`config.mk`:
```
export PLATFORM = sky130hd
export DESIGN_NAME = pkt_dma_sched
export DESIGN_NICKNAME = d
export VERILOG_FILES = /design/src/rtl/pkt_dma_sched.sv
export SDC_FILE = /design/constraint.sdc
export NUM_CORES = 1
export LEC_CHECK = 0
export BUFFER_PORTS_ARGS = -buffer_cell sky130_fd_sc_hd__buf_2
export CAP_MARGIN = 20
export CORE_ASPECT_RATIO = 1.75
export CORE_UTILIZATION = 30
export DETAILED_ROUTE_END_ITERATION = 8
export PLACE_DENSITY = 0.58
export SLEW_MARGIN = 15
export SYNTH_ARGS = -nofsm -noshare
export SYNTH_HDL_FRONTEND = slang
export SYNTH_SLANG_ARGS = --single-unit
```
`constraint.sdc`:
```
create_clock -name clk -period 3.3 [get_ports clk]
set_input_delay 0.66 -clock clk [delete_from_list [all_inputs] [get_ports clk]]
set_output_delay 0.66 -clock clk [all_outputs]
set_load 0.02 [all_outputs]
```
`src/rtl/pkt_dma_sched.sv`:
```
module pkt_dma_sched #(
  parameter int AW        = 16,
  parameter int DW        = 32,
  parameter int PKT_WORDS = 128,
  parameter int QDEPTH    = 4
) (
  input  logic          clk,
  input  logic          rst_n,
  input  logic          rx_almost_empty_n,
  input  logic          tx_almost_full_n,
  input  logic [AW-1:0] rx_dst_addr,
  input  logic          rx_dst_dec,
  input  logic          tx_req,
  input  logic [AW-1:0] tx_src_addr,
  input  logic          tx_src_dec,
  output logic          mem_req,
  output logic          mem_we,
  output logic [AW-1:0] mem_addr,
  output logic [DW-1:0] mem_wdata,
  input  logic [DW-1:0] mem_rdata,
  input  logic          mem_ack,
  output logic          fifo_rd,
  input  logic [DW-1:0] fifo_rdata,
  output logic          fifo_wr,
  output logic [DW-1:0] fifo_wdata,
  output logic          rx_armed,
  output logic          done_irq,
  output logic          tx_ovf
);
  localparam int CW  = $clog2(PKT_WORDS + 1);
  localparam int QAW = $clog2(QDEPTH);
  localparam logic [CW-1:0]  PKT_LD = CW'(PKT_WORDS);
  localparam logic [QAW:0]   Q_MAX  = (QAW+1)'(QDEPTH);

  logic [CW-1:0]  cnt;
  logic [AW-1:0]  cur_addr;
  logic           cur_rx, cur_dec;
  logic           done_q, armed;
  logic           pend_v, pend_dec;
  logic [AW-1:0]  pend_addr;
  logic [AW:0]    q_mem [QDEPTH];
  logic [QAW-1:0] q_wp, q_rp;
  logic [QAW:0]   q_cnt;

  wire active  = cnt != '0;
  wire ack_w   = active & mem_ack;
  wire last    = ack_w & (cnt == CW'(1));
  wire idle    = !active & !done_q;
  wire drain   = done_q;
  wire pkt_rdy = rx_almost_empty_n;
  wire room    = tx_almost_full_n;
  wire q_empty = q_cnt == '0;
  wire q_full  = q_cnt == Q_MAX;
  wire rx_trig = armed & pkt_rdy;

  wire s_rx_pend = drain & pend_v;
  wire s_rx_new  = (drain & !pend_v & pkt_rdy) | (idle & rx_trig);
  wire s_tx_q    = !q_empty & room & ((drain & !pend_v & !pkt_rdy) | (idle & !rx_trig));
  wire s_tx_in   = idle & !rx_trig & q_empty & room & tx_req;
  wire start     = s_rx_pend | s_rx_new | s_tx_q | s_tx_in;
  wire park      = rx_trig & active;
  wire enq       = tx_req & !s_tx_in;
  wire pop       = s_tx_q;
  wire enq_ok    = enq & (!q_full | pop);

  logic [AW-1:0] nxt_addr;
  logic          nxt_dec, nxt_rx;

  always_comb begin
    if (s_rx_pend) begin
      nxt_addr = pend_addr; nxt_dec = pend_dec; nxt_rx = 1'b1;
    end else if (s_rx_new) begin
      nxt_addr = rx_dst_addr; nxt_dec = rx_dst_dec; nxt_rx = 1'b1;
    end else if (s_tx_q) begin
      nxt_addr = q_mem[q_rp][AW-1:0]; nxt_dec = q_mem[q_rp][AW]; nxt_rx = 1'b0;
    end else begin
      nxt_addr = tx_src_addr; nxt_dec = tx_src_dec; nxt_rx = 1'b0;
    end
  end

  always_ff @(posedge clk) begin
    if (!rst_n) begin
      cnt       <= '0;
      cur_addr  <= '0;
      cur_rx    <= 1'b0;
      cur_dec   <= 1'b0;
      done_q    <= 1'b0;
      armed     <= 1'b1;
      pend_v    <= 1'b0;
      pend_dec  <= 1'b0;
      pend_addr <= '0;
      q_wp      <= '0;
      q_rp      <= '0;
      q_cnt     <= '0;
      tx_ovf    <= 1'b0;
    end else begin
      done_q <= last;
      tx_ovf <= enq & !enq_ok;

      if (start) begin
        cnt      <= PKT_LD;
        cur_addr <= nxt_addr;
        cur_dec  <= nxt_dec;
        cur_rx   <= nxt_rx;
      end else if (ack_w) begin
        cnt      <= cnt - CW'(1);
        cur_addr <= cur_dec ? cur_addr - AW'(1) : cur_addr + AW'(1);
      end

      if (s_rx_pend) begin
        pend_v <= 1'b0;
      end else if (park) begin
        pend_v    <= 1'b1;
        pend_addr <= rx_dst_addr;
        pend_dec  <= rx_dst_dec;
      end

      if (s_rx_new | park)
        armed <= 1'b0;
      else if (drain & !pend_v & !pkt_rdy)
        armed <= 1'b1;

      if (enq_ok) q_wp <= q_wp + QAW'(1);
      if (pop)    q_rp <= q_rp + QAW'(1);
      q_cnt <= q_cnt + (QAW+1)'(enq_ok) - (QAW+1)'(pop);
    end
  end

  always_ff @(posedge clk) begin
    if (enq_ok) q_mem[q_wp] <= {tx_src_dec, tx_src_addr};
  end

  assign mem_req    = active;
  assign mem_we     = cur_rx;
  assign mem_addr   = cur_addr;
  assign mem_wdata  = fifo_rdata;
  assign fifo_wdata = mem_rdata;
  assign fifo_rd    = ack_w & cur_rx;
  assign fifo_wr    = ack_w & !cur_rx;
  assign done_irq   = done_q;
  assign rx_armed   = armed;
endmodule

```
# Word-level counts from Yosys, hierarchy flattened
# Memories as Yosys holds them, arrays and structs flattened. A register that Yosys moved wholly into a read port is not among the register bits.
# Cells that the tools add are included.
[word_totals]
regBits = 54
ram_bits = 68
inputBits = 104
out_inout_bits = 87
word_cells = 90
mem_count = 1
[classes]
addsub = 7
n_eq_ne = 2
muxes = 19
bitwise_logic = 30
reduce_logical = 17
[memory_table]
columns = ["name", "depth", "word_bits", "read_ports", "rd_ports_with_merged_regs", "wr", "line_no", "rtl"]
rows = [
  ["q_mem", 4, 17, 1, 1, 1, "41", "logic [AW:0] q_mem [QDEPTH];"],
]
[ops]
columns = ["cell", "count"]
rows = [
  ["2-to-1 mux 16 bit", 6],
  ["AND 1 bit", 21],
  ["adder 16 x 1 -> 16 bit, second input constant", 1],
  ["2-to-1 mux 8 bit", 2],
  ["subtractor 16 x 1 -> 16 bit, second input constant", 1],
  ["zero test 1 bit", 10],
  ["2-to-1 mux 1 bit", 9],
  ["equality test 8 x 1 -> 1 bit, second input constant", 1],
  ["nonzero test 8 bit", 1],
  ["subtractor 8 x 1 -> 8 bit, second input constant", 1],
  ["OR 1 bit", 7],
  ["adder 2 x 1 -> 2 bit, second input constant", 2],
  ["2-to-1 mux 2 bit", 2],
  ["nonzero test 2 bit", 2],
  ["OR reduction 2 bit", 2],
  ["adder 3 x 1 -> 3 bit", 1],
  ["equality test 3 bit, second input constant", 1],
  ["zero test 3 bit", 1],
  ["subtractor 3 x 1 -> 3 bit", 1],
  ["NOT 1 bit", 2],
  ["AND reduction 2 bit", 1],
]

# Logic depth before layout (Yosys ltp)
[logic_depth]
depth_word = 12
mapped_depth = 16
mapped_depth_nobuf = 15

# Least setup slack after synthesis
# Ideal clock, no wire load.
[synth_path]
kind = "register to register"
startpoint = "register cnt[0]"
endpoint = "register q_cnt[2]"
setup_time_ns = 0.128
arrival_time_ns = 2.879
required_ns = 3.172
slack_ns = 0.293
path_stages_with_launch = 17
path_buffers = 1
synth_period_minus_slack_ns = 3.007
cell_sequence = "dfxtp_1 -> inv_1 -> ha_1 -> nor3b_1 -> nand3_2 -> a21boi_0 -> or4b_1 -> nor2b_1 -> clkbuf_1 -> inv_1 -> ha_1 -> inv_1 -> ha_1 -> fa_1 -> xnor2_1 -> xnor2_1 -> nor2_1"
[synth_between]
elab_chain_cells = 12
word_cells_on_any_way = 15
classes_between = "add/sub (2); bitwise (10); reduce/logical (3)"
[synth_rtl]
columns = ["item", "line_no", "rtl"]
rows = [
  ["start: declaration", "35", "logic [CW-1:0] cnt;"],
  ["start signal: assignment", "106", "cnt <= cnt - CW'(1);"],
  ["nonzero test 8 bit (*)", "45", "wire active = cnt != '0;"],
  ["zero test 1 bit (*)", "48", "wire idle = !active & !done_q;"],
  ["AND 1 bit (*)", "48", ""],
  ["AND 1 bit (*)", "58, 59", ""],
  ["AND 1 bit (3 in a row)", "59", "wire s_tx_in = idle & !rx_trig & q_empty & room & tx_req;"],
  ["zero test 1 bit", "62", "wire enq = tx_req & !s_tx_in;"],
  ["AND 1 bit", "62", ""],
  ["AND 1 bit", "64", "wire enq_ok = enq & (!q_full | pop);"],
  ["adder 3 x 1 -> 3 bit", "125", "q_cnt <= q_cnt + (QAW+1)'(enq_ok) - (QAW+1)'(pop);"],
  ["subtractor 3 x 1 -> 3 bit (*)", "125", ""],
  ["end signal: assignment", "125", ""],
  ["end: declaration", "43", "logic [QAW:0] q_cnt;"],
]
# Mark *: on every way between the ends. The rest lies on a longest branch, timed or not.
# A chain may end at the register's enable or synchronous reset.

# Worst setup path after layout
# Same ends and word-level chain as after synthesis.

==> qor.yml <==
layout:
  finalNonFillerCells: 919
  drive_gt1_share_pct: 21.9
  stdcell_area_um2: 7290
  layout.cells.most_common_list: "edfxtp_1 (68), a21oi_1 (63), buf_2 (62), nand2_1 (58), dfxtp_1 (56)"
  layout_commonest_cell: "edfxtp_1"
  area_growth_pct: 11.8
  nets: 742
  fillers: 2169
synthesis:
  ys_seq_area_share_pct: 48.5
  synth_top_family_by_area: "compound AO/OA/AOI/OAI gates"
  syn-instance-count: 609
  synth_xor_area_share_pct: 3.09
  avgSynthCellArea_um2: 10.7
  netlist_area_um2: 6530
  ys_ff_latch: 124
  synthMuxAreaShare_pct: 8.78
  yosys.area_share.simple_pct: 11.0
  synth_ff_type: "edfxtp_1"
  synthAdderAreaFrac_pct: 5.02
  synth_warnings: 0
  synthesis.nets: 738
  async_reset_ff_share_pct: 0
  synth_edf_count: 68
  ys_types: 57
  synth-compound-area-share_pct: 13.5
global_route:
  antenna_found_initial: 2
  grt_max_degree: 35
  grt_pass1_vias: 4506
  overflow: 0
  grt_usage_pct: 14.2
  grt_pass1_wl_um: 23900
timing:
  fin_crit_sh_pct: 89.2
  final_max_slew_viol_count: 0
  whs_ns: 0.455
  grt_setup_unrepaired: "no"
  clock.fmax_ghz: 0.340
  period_minus_slack_ns: 2.94
  setup_viol: 0
  hold_violations: 0
  tightest_slew_ns: 0.915
  maxSlewHeadroom_pct: 39.0
  setup_tns_ns: 0
  fin_worst_skew_ns: 0.00905
clock_tree:
  clock_latency_ns: 0.42
  cts_tree: "yes"
  cts.clk_slew.worst_paths_ns: 0.06
  htreeDepth: 4
  clockRootBuffer: "clkbuf_16"
  clock_path_buffers: 2
  postCtsHoldBufs: 0
  cts.sinks: 124
  numCtsBuffers: 17
detailed_routing:
  drtAntennaViolNets: 0
  drc: 0
  wl_per_cell_um: 16.5
  vias_per_cell: 4.77
  drt_iter0_markers: 207
  firstDrtPassIters: 4
  wirelength_um: 15200
  vias: 4388
setup_path:
  worst-path-max-fanout: 4
  r2r_start: "cnt[0]"
  rrSetupSlack_ns: 0.36
  worstPathRequired_ns: 3.60
  critical_path.cell_chain: "inv_1 > ha_1 > nor3b_2 > nand3_2 > a21boi_0 > or4b_1 > nor2b_1 > inv_1 > ha_1 > inv_1 > ha_1 > fa_1 > xnor2_1 > xnor2_1 > nor2_1"
  cpPeakStageDelay_ns: 0.48
  r2r_end: "q_cnt[2]"
  cp-end-kind: "flop"
  cp-start-kind: "flop"
  crit_type: "flop to flop"
  r2r_cells: 15
  critPathArrivalTime_ns: 3.24
  cpMaxStageDelayCell: "or4b_1"
pwr:
  p_leak_nw: 2.67
  switchingPower_mw: 2.59
  switching_share_pct: 38.6
  power_frac_clock_pct: 26.4
  vdd_drop_max_v: 0.000346
  seq_power_share_pct: 32.9
  comb_power_share_pct: 40.7
  p_per_area_nw_per_um2: 921
  intPower_mw: 4.13
worst_hold_path:
  hold_depth: 2
  hold-path-endpoint: "pend_addr[4]"
  hp-class: "flop to flop"
  min_from: "pend_addr[4]"
placed_design:
  numPortBuffers: 62
  dpl_cell_area_um2: 6720
  gp_routability_congestion: 0.864
  hpwl_um: 11400
  place_inst: 886
floorplanning:
  die_w_um: 113
  ioPinCount: 191
  die_h_um: 197
  dieArea_um2: 22400
  rows: 71
  coreArea_um2: 21400
  start_util_pct: 30.5
status:
  outcome: "finished clean"
job:
  drv_cap: 0
power by group through the flow:
| stage | clock network [mW] | logic (mW) | registers [mW] |
|---|---|---|---|
| detailed placement | 0 | 2.74 | 2.25 |
| finish | 1.77 | 2.73 | 2.21 |
| global placement | 0 | 2.72 | 2.24 |
| floorplan | 0 | 2.05 | 2.30 |
| global route | 1.88 | 3.04 | 2.26 |
| CTS | 1.81 | 2.77 | 2.21 |
metal layers:
layer / wire length (um) / up-vias / GRT usage (%)
li1: - / 2164 / -
met2: 8070 / 102 / 25.3
met5: 13 / - / 0
met1: 5580 / 2063 / 14.0
met4: 841 / 2 / 10.4
met3: 701 / 57 / 3.47
worst max-delay path: cells and delay by family (launching register included):
kind | cells | cell delay, ns
flip-flops | 1 | 0.36
adder cells (fa/ha/maj) | 4 | 0.89
AND/OR/NAND/NOR | 5 | 0.97
buffers and inverters | 3 | 0.19
XOR/XNOR | 2 | 0.33
AO/OA/AOI/OAI | 1 | 0.07
cell families (layout without fill, tap and decap cells):
| logic type | after synthesis | in the layout |
|---|---|---|
| fa+ha+maj | 25 | 25 |
| buf+inv | 107 | 124 |
| xor+xnor | 23 | 23 |
| mux | 36 | 36 |
| compound gates | 140 | 140 |
| other cells | 0 | 1 |
| simple gates | 154 | 154 |
| flops | 124 | 124 |
sequential cells by signal (all words and copies together), names as in the netlist, 2 cells and up, named ones only:
name,cells
q_mem,68
mem_addr,16
pend_addr,16
cnt,8
q_cnt,3
q_rp,2
q_wp,2
synthesized netlist by cell type (all sizes together), types with 14 or more instances:
master | number | area, um2
dfxtp | 56 | 1120
mux4 | 17 | 383
a211oi | 22 | 175
mux2i | 19 | 190
o21ai | 22 | 110
ha | 23 | 288
a21oi | 64 | 324
clkbuf | 17 | 65.1
inv | 14 | 52.6
nand2 | 58 | 218
nor2 | 44 | 165
edfxtp | 68 | 2040
buf | 75 | 542
stage by stage:
stage	worst slack (ns)	power (mW)	util (%)
5_1_grt	0.118	7.17	34.1
3_5_place_dp	0.222	4.99	31.4
2_1_floorplan	0.293	4.35	-
4_1_cts	0.206	6.79	34.0
6_report	0.355	6.72	34.1
3_3_place_gp	0.256	4.96	31.4
worst max-delay path by stage:
stage / start / end / depth (start not counted)
finish: cnt[0] / q_cnt[2] / 15
global route: cnt[1] / q_cnt[2] / 15
CTS: cnt[0] / q_cnt[2] / 15
detailed placement: cnt[0] / q_cnt[2] / 15
global placement: rx_almost_empty_n / q_cnt[2] / 14
floorplan: cnt[0] / q_cnt[2] / 16
final cells by class:
cell class | count | area [um2] | share of cell area [%]
flip-flops and latches | 124 | 3160 | 43.4
diodes | 1 | 2.50 | 0.0343
repair buffers | 77 | 423 | 5.80
well taps | 292 | 365 | 5.01
clock buffers | 18 | 429 | 5.88
clock inverters | 14 | 136 | 1.87
inverters | 15 | 56.3 | 0.772
multi-input cells | 378 | 2720 | 37.3
timing repair:
action,in CTS,in global routing
resized for setup,0,1
endpoints found under the setup margin,0,1
setup buffers,0,0
Power figures use the tool's default switching activity.
